**config.mk**
```make
export PLATFORM = sky130hd
export DESIGN_NAME = clk_n5_div
export DESIGN_NICKNAME = d
export VERILOG_FILES = /design/src/rtl/clk_n5_pkg.sv /design/src/rtl/n5_phase_counter.sv /design/src/rtl/n5_half_shift.sv /design/src/rtl/clk_n5_div.sv
export SDC_FILE = /design/constraint.sdc
export NUM_CORES = 1
export LEC_CHECK = 0
export BUFFER_PORTS_ARGS = -buffer_cell sky130_fd_sc_hd__buf_4
export CAP_MARGIN = 15
export CORE_AREA = 5 5 42 44
export CTS_CLUSTER_SIZE = 40
export DETAILED_ROUTE_END_ITERATION = 8
export DIE_AREA = 0 0 47 49
export PLACE_DENSITY_LB_ADDON = 0.12
export SLEW_MARGIN = 25
export SYNTH_ARGS = -nofsm -noshare
export SYNTH_HDL_FRONTEND = slang
export SYNTH_SLANG_ARGS = --single-unit
```
**constraint.sdc**
```tcl
create_clock -name clk_i -period 3.5 [get_ports clk_i]
set_input_delay 0.7 -clock clk_i [delete_from_list [all_inputs] [get_ports clk_i]]
set_output_delay 0.7 -clock clk_i [all_outputs]
set_load 0.005 [all_outputs]
```
**src/rtl/clk_n5_pkg.sv**
```systemverilog
`timescale 1ns/1ps
package clk_n5_pkg;
  // states in one counter lap for ratio n + 0.5
  function automatic int unsigned lap_len(int unsigned n);
    return 2 * n + 1;
  endfunction

  function automatic int unsigned cnt_bits(int unsigned n);
    return (lap_len(n) < 2) ? 1 : $clog2(lap_len(n));
  endfunction
endpackage

```
**src/rtl/n5_phase_counter.sv**
```systemverilog
`timescale 1ns/1ps
module n5_phase_counter
  import clk_n5_pkg::*;
#(
  parameter int unsigned DIV_INT = 2,
  localparam int unsigned CW     = cnt_bits(DIV_INT),
  localparam int unsigned LAST   = lap_len(DIV_INT) - 1
) (
  input  logic          clk_i,
  input  logic          rst_ni,
  output logic [CW-1:0] cnt_o,
  output logic          armed_o,
  output logic          lead_o
);
  logic [CW-1:0] cnt_q, cnt_d;
  logic          armed_q, armed_d;
  logic          lead_q;
  logic          wrap_w;

  assign wrap_w  = (cnt_q == CW'(LAST));
  assign cnt_d   = wrap_w ? '0 : cnt_q + 1'b1;
  assign armed_d = armed_q | wrap_w;

  always_ff @(posedge clk_i or negedge rst_ni) begin
    if (!rst_ni) begin
      cnt_q   <= '0;
      armed_q <= 1'b0;
      lead_q  <= 1'b0;
    end else begin
      cnt_q   <= cnt_d;
      armed_q <= armed_d;
      // registered decode of next state: no comparator glitch on the output
      lead_q  <= armed_d && (cnt_d <= CW'(DIV_INT));
    end
  end

  assign cnt_o   = cnt_q;
  assign armed_o = armed_q;
  assign lead_o  = lead_q;


  cnt_range_chk: assert property (@(posedge clk_i) disable iff (!rst_ni)
    cnt_q <= CW'(LAST));

  cnt_step_chk: assert property (@(posedge clk_i) disable iff (!rst_ni)
    1'b1 |=> (cnt_q == (($past(cnt_q) == CW'(LAST)) ? '0 : $past(cnt_q) + 1'b1)));

  arm_hold_chk: assert property (@(posedge clk_i) disable iff (!rst_ni)
    armed_q |=> armed_q);

  arm_late_chk: assert property (@(posedge clk_i) disable iff (!rst_ni)
    (cnt_q != '0) |-> ($stable(armed_q) || !$past(rst_ni)));
endmodule

```
**src/rtl/n5_half_shift.sv**
```systemverilog
`timescale 1ns/1ps
module n5_half_shift (
  input  logic clk_i,
  input  logic rst_ni,
  input  logic d_i,
  output logic q_o
);
  // captures on the falling edge: half a period after the counter moves
  always_ff @(negedge clk_i or negedge rst_ni) begin
    if (!rst_ni) q_o <= 1'b0;
    else         q_o <= d_i;
  end
endmodule

```
**src/rtl/clk_n5_div.sv**
```systemverilog
`timescale 1ns/1ps
module clk_n5_div
  import clk_n5_pkg::*;
#(
  parameter int unsigned DIV_INT = 2,
  localparam int unsigned CW     = cnt_bits(DIV_INT)
) (
  input  logic clk_i,
  input  logic rst_ni,
  output logic clk_o
);
  logic [CW-1:0] cnt_w;
  logic          armed_w;
  logic          lead_w;
  logic          trail_d;
  logic          trail_q;

  n5_phase_counter #(.DIV_INT(DIV_INT)) u_cnt (
    .clk_i   (clk_i),
    .rst_ni  (rst_ni),
    .cnt_o   (cnt_w),
    .armed_o (armed_w),
    .lead_o  (lead_w)
  );

  // lead delayed by DIV_INT counts, then half a period more in the stage
  assign trail_d = (cnt_w >= CW'(DIV_INT));

  n5_half_shift u_shift (
    .clk_i  (clk_i),
    .rst_ni (rst_ni),
    .d_i    (trail_d),
    .q_o    (trail_q)
  );

  // inputs change on opposite edges: no simultaneous transitions
  assign clk_o = lead_w & trail_q;


  trail_copy_chk: assert property (@(posedge clk_i) disable iff (!rst_ni)
    trail_q == (cnt_w >= CW'(DIV_INT)));

  quiet_chk: assert property (@(posedge clk_i) disable iff (!rst_ni)
    !armed_w |-> !clk_o);

  late_pulse_chk: assert property (@(posedge clk_i) disable iff (!rst_ni)
    clk_o == (armed_w && cnt_w == CW'(DIV_INT)));

  early_pulse_chk: assert property (@(negedge clk_i) disable iff (!rst_ni)
    clk_o == (armed_w && cnt_w == '0));

  short_pulse_chk: assert property (@(posedge clk_i) disable iff (!rst_ni)
    clk_o |=> !clk_o);
endmodule

```
# --- Word level (Yosys, flattened, before mapping) ---
# Index checks and enable logic that the tools add are counted.
word_totals:
  output_inout_bits: 1
  regBits: 6
  input_bits: 2
op_classes:
  n_reduce_logical: 1
  magnitude_cmp: 2
  bitwise_logic: 2
  mux: 1
  n_eq_ne: 1
  n_addsub: 1
op_table:
  columns: ["cell", "n"]
  rows:
  - ["adder 3 x 1 -> 3 bit, second input constant", 1]
  - ["== test 3 bit, second input constant", 1]
  - ["greater-or-equal comparator 3 x 2 -> 1 bit, second input constant", 1]
  - ["<= comparator 3 x 2 -> 1 bit, second input constant", 1]
  - ["two-way mux 3 bit", 1]
  - ["bitwise AND 1 bit", 1]
  - ["logical AND 1 bit", 1]
  - ["OR 1 bit", 1]

# --- Logic depth before layout (Yosys ltp) ---
# Gate-level depths: netlist of run 1.
depth:
  ltp_word: 4
  ltp_mapped: 4

# --- Modules after synthesis ---
# From an unflattened synthesis of run 1, not the netlist that was laid out.
unflattened:
  hier_cells: 23
  hier_area_um2: 266.5
by_module_without_submodules:
  columns: ["module", "n_inst", "cells_per_inst", "area_each_um2"]
  rows:
  - ["n5_phase_counter", 1, 20, 229.0]
  - ["n5_half_shift", 1, 1, 25.0]
  - ["clk_n5_div", 1, 2, 12.5]

==> flow_summary.yaml, run 1 <==
run_status:
  status: "completed"
critical_path:
  worst-setup-path-type: "reg2out"
  cp_data_arrival_time_ns: 2.59
  critPathCaptureType: "output pin"
  startpoint_type: "register"
  crit_chain: "and2_1, buf_4"
  cp_slowest_cell: "dfrtn_1"
  cp.required_ns: 2.80
  crit_fanout: 1
  max_stage_delay_ns: 0.38
sta:
  setup_violations: 0
  rsz0062_at_grt: "false"
  slew_headroom: 0.872
  skew_ns: 0.0126
  finalHoldViolCount: 0
  tightestPinTransition_ns: 0.191
  fin_tns_setup_ns: 0
  drv_slew: 0
  holdWs_ns: 0.249
place:
  dp_hpwl_um: 346
  port-buffer-count: 2
  postPlaceCellArea_sq_um: 303
  globalplace.congestion: 0.707
floorplan:
  rows: 14
  dieArea_sq_um: 2300
  coreArea_sq_um: 1400
  num_io_pins: 3
  die_x_um: 47
  die-height_um: 49
  start_util: 0.191
cells_and_area:
  most-common-layout-cells: "dfrtp_1 (5), ha_1 (4), inv_1 (3), clkbuf_4 (3)"
  layout.nets: 34
  layout-drive-gt1-share: 0.259
  antennaDiodeCount: 0
  final_common_cell: "dfrtp_1"
  fin_area_sq_um: 329
  syn2layout_area_growth_pct: 22.9
  fill_cells: 157
cts:
  clock_sinks: 6
  cts_post_setup_buffers_inserted: 0
  clk_pin_slew_ns: 0.05
  numCtsBuffers: 3
  cts_hold_buf: 0
  root_buffer: "clkbuf_4"
  clockBufferDepth: 2
  insertion_delay_ns: 0.25
  cts_tree: "done"
  cts_resized: 0
  htreeDepth: 1
global_route:
  grt_pass1_vias: 179
  antenna_found_initial: 0
  grt_use_total: 0.0460
  grt_pass1_wl_um: 696
  grt_overflow_total: 0
  grt_max_degree: 7
drt:
  route.detailed.wl_per_inst_um: 9.56
  wirelength_um: 411
  vias: 157
  drt_iter0_markers: 1
  via_per_inst: 3.65
  drcViolationCount: 0
  drtAntennaViolNets: 0
  firstDrtPassIters: 2
logic_synthesis:
  netlist_instances: 21
  ys_ff_latch: 6
  syn_nets: 27
  synth.distinct_cells: 11
  syn-cell-area_sq_um: 268
  seq_area_frac_synth: 0.561
  yosysWarnings: 0
  avgSynthCellArea_sq_um: 12.8
flow_run:
  maxCapViolations: 0
hold_path:
  hold_path_class: "in2async"
power_and_ir_drop:
  p_per_area_nw_per_um2: 433
  total_leakage_power_uw: 0.000145
  vdd_drop_max_v: 0.000162
  total_power_uw: 143
state kept, by name, summed over array words and instances, names as in the netlist:
register,flops
u_cnt.armed_o,1
u_cnt.cnt_o,3
u_cnt.lead_o,1
u_shift.q_o,1
path summary, 6_finish.rpt:
check	cells past startpoint	startpoint	slack (ns)	to
setup reg to reg	3	u_cnt.cnt_o[0]$_DFF_PN0_	0.60	u_shift.q_o$_DFF_NN0_
hold reg to reg	1	u_cnt.armed_o$_DFF_PN0_	0.46	u_cnt.armed_o$_DFF_PN0_
min in group clk_i	1	u_cnt.armed_o$_DFF_PN0_	0.46	u_cnt.armed_o$_DFF_PN0_
setup / recovery	2	u_shift.q_o$_DFF_NN0_	0.21	clk_o
max in group asynchronous	1	rst_ni	1.47	u_shift.q_o$_DFF_NN0_
hold / removal	1	rst_ni	0.25	u_cnt.cnt_o[2]$_DFF_PN0_
logic make-up (layout without fill, tap and decap cells):
group | after synthesis | count (layout) | share of synthesized area
and+or+nand+nor | 5 | 5 | 0.103
xor gates and xnor gates | 1 | 1 | 0.0327
DFF | 6 | 6 | 0.561
AOI/OAI and AO/OA | 2 | 2 | 0.0748
buffers and inverters | 3 | 9 | 0.0421
adders and majority gates | 4 | 4 | 0.187
cell type report:
class | instances | area (sq um) | share of cell area
timing repair buffer | 2 | 15.0 | 0.0456
multi-input combinational | 12 | 106 | 0.323
clock buffer | 4 | 26.3 | 0.0798
sequential | 6 | 150 | 0.456
tap | 16 | 20.0 | 0.0608
inverter | 3 | 11.3 | 0.0342
routing by layer:
layer	up-vias	wire length, um	global-route usage
met5	-	0	0
met4	0	0	0.0415
met3	0	31	0.0221
met2	3	204	0.0588
met1	73	176	0.0536
li1	81	-	-
where the power goes:
group	leakage [uW]	internal (uW)	switching [uW]	total, uW
registers	0.0000693	69.6	0	69.6
logic	0.0000611	0.750	1.35	2.10
clock network	0.0000150	43.3	27.6	70.9
total	0.000145	114	28.9	143
through the flow:
stage	setup WS [ns]	std cells	utilization
final	0.211	43	0.235
after global routing	0.188	43	0.235
after CTS	0.194	43	0.235
after detailed placement	0.466	39	0.216
after global placement	0.485	39	0.216
after floorplan	0.575	21	-
cell usage after synthesis:
master,number,share of area
ha_1,4,0.19
nor2_1,2,0.028
and2_1,1,0.023
inv_1,3,0.042
a21o_2,1,0.033
dfrtp_1,5,0.47
o221a_1,1,0.042
and2_2,1,0.028
xnor2_1,1,0.033
or3_1,1,0.023
dfrtn_1,1,0.093
worst max-delay path, delay by kind of cell, from the launching register on:
family                 cells  cell delay, ns
AND/OR/NAND/NOR            1            0.11
buffers and inverters      1            0.10
flip-flops                 1            0.38
Note: power is estimated with default switching activity, not from simulation.
==> inputs of run 2 (changes only) <==
--- a/config.mk
+++ b/config.mk
@@ -7,10 +7,10 @@
 export LEC_CHECK = 0
 export BUFFER_PORTS_ARGS = -buffer_cell sky130_fd_sc_hd__buf_4
 export CAP_MARGIN = 15
-export CORE_AREA = 5 5 42 44
+export CORE_AREA = 2 2 39 41
 export CTS_CLUSTER_SIZE = 40
 export DETAILED_ROUTE_END_ITERATION = 8
-export DIE_AREA = 0 0 47 49
+export DIE_AREA = 0 0 41 43
 export PLACE_DENSITY_LB_ADDON = 0.12
 export SLEW_MARGIN = 25
 export SYNTH_ARGS = -nofsm -noshare
==> flow_summary.yaml, run 2 (synthesized netlist as in run 1, its figures left out) <==
floorplan:
  coreArea_sq_um: 1380
  num_io_pins: 3
  die-height_um: 43
  rows: 14
  die_x_um: 41
  start_util: 0.193
  dieArea_sq_um: 1760
drt:
  drcViolationCount: 0
  firstDrtPassIters: 1
  vias: 160
  drt_iter0_markers: 0
  via_per_inst: 3.72
  route.detailed.wl_per_inst_um: 9.63
  wirelength_um: 414
  drtAntennaViolNets: 0
power_and_ir_drop:
  vdd_drop_max_v: 0.000124
  p_per_area_nw_per_um2: 428
  total_leakage_power_uw: 0.000145
cells_and_area:
  stdcell_count: 43
  largest_reg_flops: 3
  most-common-layout-cells: "dfrtp_1 (5), ha_1 (4), inv_1 (3), clkbuf_4 (3)"
  fin_area_sq_um: 329
  antennaDiodeCount: 0
  layout.nets: 34
  layout-drive-gt1-share: 0.259
  final_common_cell: "dfrtp_1"
  syn2layout_area_growth_pct: 22.9
place:
  place_inst: 39
  globalplace.congestion: 0.765
  port-buffer-count: 2
  postPlaceCellArea_sq_um: 303
sta:
  tightestPinTransition_ns: 0.177
  fin_tns_setup_ns: 0
  drv_slew: 0
  skew_ns: 0.0121
  rsz0062_at_grt: "false"
  setup_violations: 0
  finalHoldViolCount: 0
  slew_headroom: 0.881
global_route:
  antenna_found_initial: 0
  grt_overflow_total: 0
  grt_use_total: 0.0766
  grt_max_degree: 7
  grt_pass1_vias: 201
  grt_pass1_wl_um: 800
cts:
  clock_sinks: 6
  insertion_delay_ns: 0.25
  cts_tree: "done"
  clockBufferDepth: 2
  numCtsBuffers: 3
  cts_hold_buf: 0
  htreeDepth: 1
  root_buffer: "clkbuf_4"
  cts_resized: 0
  clk_pin_slew_ns: 0.05
  cts_post_setup_buffers_inserted: 0
critical_path:
  crit_chain: "and2_1, buf_4"
  cp_data_arrival_time_ns: 2.57
  r2r_slack_ns: 0.60
  r2r-end: "u_shift.q_o$_DFF_NN0_"
  worstRegToRegCells: 3
  endpoint: "clk_o"
  startpoint_type: "register"
  critPathCaptureType: "output pin"
  cp_slowest_cell: "dfrtn_1"
  crit_fanout: 1
  cp.required_ns: 2.80
  reg2reg_from: "u_cnt.cnt_o[0]$_DFF_PN0_"
  max_stage_delay_ns: 0.37
  worst-setup-path-type: "reg2out"
  critPathLaunch: "u_shift.q_o$_DFF_NN0_"
run_status:
  status: "completed"
hold_path:
  hold_path_class: "in2async"
flow_run:
  maxCapViolations: 0
run 2: worst min path at each step:
stage | cells past startpoint | start | slack [ns] | endpoint
floorplan | 0 | rst_ni | 0.40 | u_cnt.armed_o$_DFF_PN0_
global placement | 1 | u_cnt.armed_o$_DFF_PN0_ | 0.44 | u_cnt.armed_o$_DFF_PN0_
detailed placement | 1 | u_cnt.armed_o$_DFF_PN0_ | 0.44 | u_cnt.armed_o$_DFF_PN0_
CTS | 1 | rst_ni | 0.24 | u_cnt.lead_o$_DFF_PN0_
global route | 1 | rst_ni | 0.24 | u_cnt.armed_o$_DFF_PN0_
finish | 1 | rst_ni | 0.25 | u_cnt.lead_o$_DFF_PN0_
run 2: critical path, delay by kind of cell, from the launching register on:
kind | cells | cell delay (ns)
DFF | 1 | 0.37
buffers and inverters | 1 | 0.10
and+or+nand+nor | 1 | 0.11
run 2: per-stage QoR:
stage          hold slack [ns]  setup slack (ns)  utilization  power [uW]
5_1_grt                  0.243             0.188        0.238         150
2_1_floorplan            0.404             0.575            -        70.7
6_report                 0.249             0.225        0.238         141
4_1_cts                  0.241             0.213        0.238         145
3_5_place_dp             0.440             0.489        0.219        72.8
3_3_place_gp             0.440             0.486        0.219        72.7
run 2: power breakdown:
group,internal [uW],switching (uW),leakage (uW)
combinational,0.748,1.25,0.0000611
clock,43.2,26.0,0.0000150
sequential,69.6,0,0.0000693
total,114,27.2,0.000145
run 2: final cells by class:
class                   count  area, sq um
well taps                  16         20.0
clock buffers               4         26.3
fillers                   152         1050
inverters                   3         11.3
repair buffers              2         15.0
multi-input cells          12          106
flip-flops and latches      6          150
run 2: routing by layer:
layer,wire length (um),track usage,share of wire
met5,0,0,0
met4,10,0.100,0.024
met3,19,0.0314,0.046
met2,212,0.0938,0.51
met1,172,0.0814,0.42
==> inputs of run 3 (changes only) <==
--- a/config.mk
+++ b/config.mk
@@ -8,7 +8,8 @@
 export BUFFER_PORTS_ARGS = -buffer_cell sky130_fd_sc_hd__buf_4
 export CAP_MARGIN = 15
 export CORE_AREA = 2 2 39 41
-export CTS_CLUSTER_SIZE = 40
+export CTS_BUF_LIST = sky130_fd_sc_hd__clkbuf_16
+export CTS_CLUSTER_SIZE = 12
 export DETAILED_ROUTE_END_ITERATION = 8
 export DIE_AREA = 0 0 41 43
 export PLACE_DENSITY_LB_ADDON = 0.12
==> flow_summary.yaml, run 3 (synthesized netlist as in run 1, its figures left out) <==
cts:
  cts_post_setup_buffers_inserted: 0
  cts_resized: 0
  clock_sinks: 6
  htreeDepth: 1
  clockBufferDepth: 2
  cts_tree: "done"
  numCtsBuffers: 3
  insertion_delay_ns: 0.26
  root_buffer: "clkbuf_16"
  cts_hold_buf: 0
  clk_pin_slew_ns: 0.03
critical_path:
  reg2reg_from: "u_cnt.cnt_o[0]$_DFF_PN0_"
  r2r_slack_ns: 0.63
  worstRegToRegCells: 3
  startpoint_type: "register"
  r2r-end: "u_shift.q_o$_DFF_NN0_"
  cp.required_ns: 2.80
  crit_fanout: 1
  critPathCaptureType: "output pin"
  worst-setup-path-type: "reg2out"
  cp_data_arrival_time_ns: 2.58
drt:
  vias: 160
  wl_met3_um: 14
  top_layer: "met3"
  met2_length_um: 227
  route.detailed.wl_per_inst_um: 9.79
  drcViolationCount: 0
  m1WireLength_um: 179
  drtAntennaViolNets: 0
  firstDrtPassIters: 2
  drt_iter0_markers: 1
  wirelength_um: 421
  via_per_inst: 3.72
place:
  globalplace.congestion: 0.765
  postPlaceCellArea_sq_um: 303
  port-buffer-count: 2
cells_and_area:
  most-common-layout-cells: "dfrtp_1 (5), inv_1 (4), ha_1 (4)"
  fin_area_sq_um: 382
  layout.nets: 34
  antennaDiodeCount: 0
  final_common_cell: "dfrtp_1"
  layout-drive-gt1-share: 0.259
  syn2layout_area_growth_pct: 42.5
  final_util: 0.276
  largest_reg_flops: 3
sta:
  slew_headroom: 0.882
  setup_violations: 0
  fin_tns_setup_ns: 0
  rsz0062_at_grt: "false"
  drv_slew: 0
  finalHoldViolCount: 0
  skew_ns: 0.0354
  tightestPinTransition_ns: 0.176
power_and_ir_drop:
  total_leakage_power_uw: 0.000173
  vdd_drop_max_v: 0.000224
  p_per_area_nw_per_um2: 670
  total_power_uw: 256
floorplan:
  num_io_pins: 3
  coreArea_sq_um: 1380
  rows: 14
  die-height_um: 43
  die_x_um: 41
  dieArea_sq_um: 1760
  start_util: 0.193
global_route:
  antenna_found_initial: 0
  grt_overflow_total: 0
  grt_pass1_vias: 202
  grt_max_degree: 7
  grt_use_total: 0.0746
  grt_pass1_wl_um: 807
hold_path:
  hold_path_class: "in2async"
run_status:
  status: "completed"
flow_run:
  maxCapViolations: 0
## run 3: how the worst max path moves through the flow
stage / startpoint / endpoint / slack, ns / depth (start not counted)
6_report: u_shift.q_o$_DFF_NN0_ / clk_o / 0.22 / 2
5_1_grt: u_shift.q_o$_DFF_NN0_ / clk_o / 0.20 / 2
4_1_cts: u_shift.q_o$_DFF_NN0_ / clk_o / 0.22 / 2
3_5_place_dp: u_shift.q_o$_DFF_NN0_ / clk_o / 0.49 / 2
3_3_place_gp: u_shift.q_o$_DFF_NN0_ / clk_o / 0.49 / 2
2_1_floorplan: u_shift.q_o$_DFF_NN0_ / clk_o / 0.58 / 1
## run 3: layer usage
| layer | global-route usage | vias up |
|---|---|---|
| met5 | 0 | - |
| met4 | 0.0800 | 0 |
| met3 | 0.0314 | 0 |
| met2 | 0.0969 | 2 |
| met1 | 0.0814 | 78 |
| li1 | - | 80 |
## run 3: worst max-delay path, cell delays in order (launching register included)
cell	delay [ns]
dfrtn_1	0.36
and2_1	0.11
buf_4	0.10
## run 3: layout make-up
type | count | area, sq um
well taps | 16 | 20.0
multi-input cells | 12 | 106
clock inverters | 1 | 3.75
fillers | 147 | 1000
flip-flops and latches | 6 | 150
inverters | 3 | 11.3
repair buffers | 2 | 15.0
clock buffers | 3 | 75.1
## run 3: metrics by stage
step / hold slack [ns] / setup WS, ns / cells
global route: 0.276 / 0.196 / 43
floorplan: 0.404 / 0.575 / 21
CTS: 0.272 / 0.216 / 43
detailed placement: 0.440 / 0.489 / 39
global placement: 0.440 / 0.486 / 39
finish: 0.272 / 0.223 / 43
## run 3: where the power goes
group,internal [uW],total (uW),switching [uW]
clock network,148,184,36.0
registers,69.9,69.9,0
logic,0.748,1.99,1.25
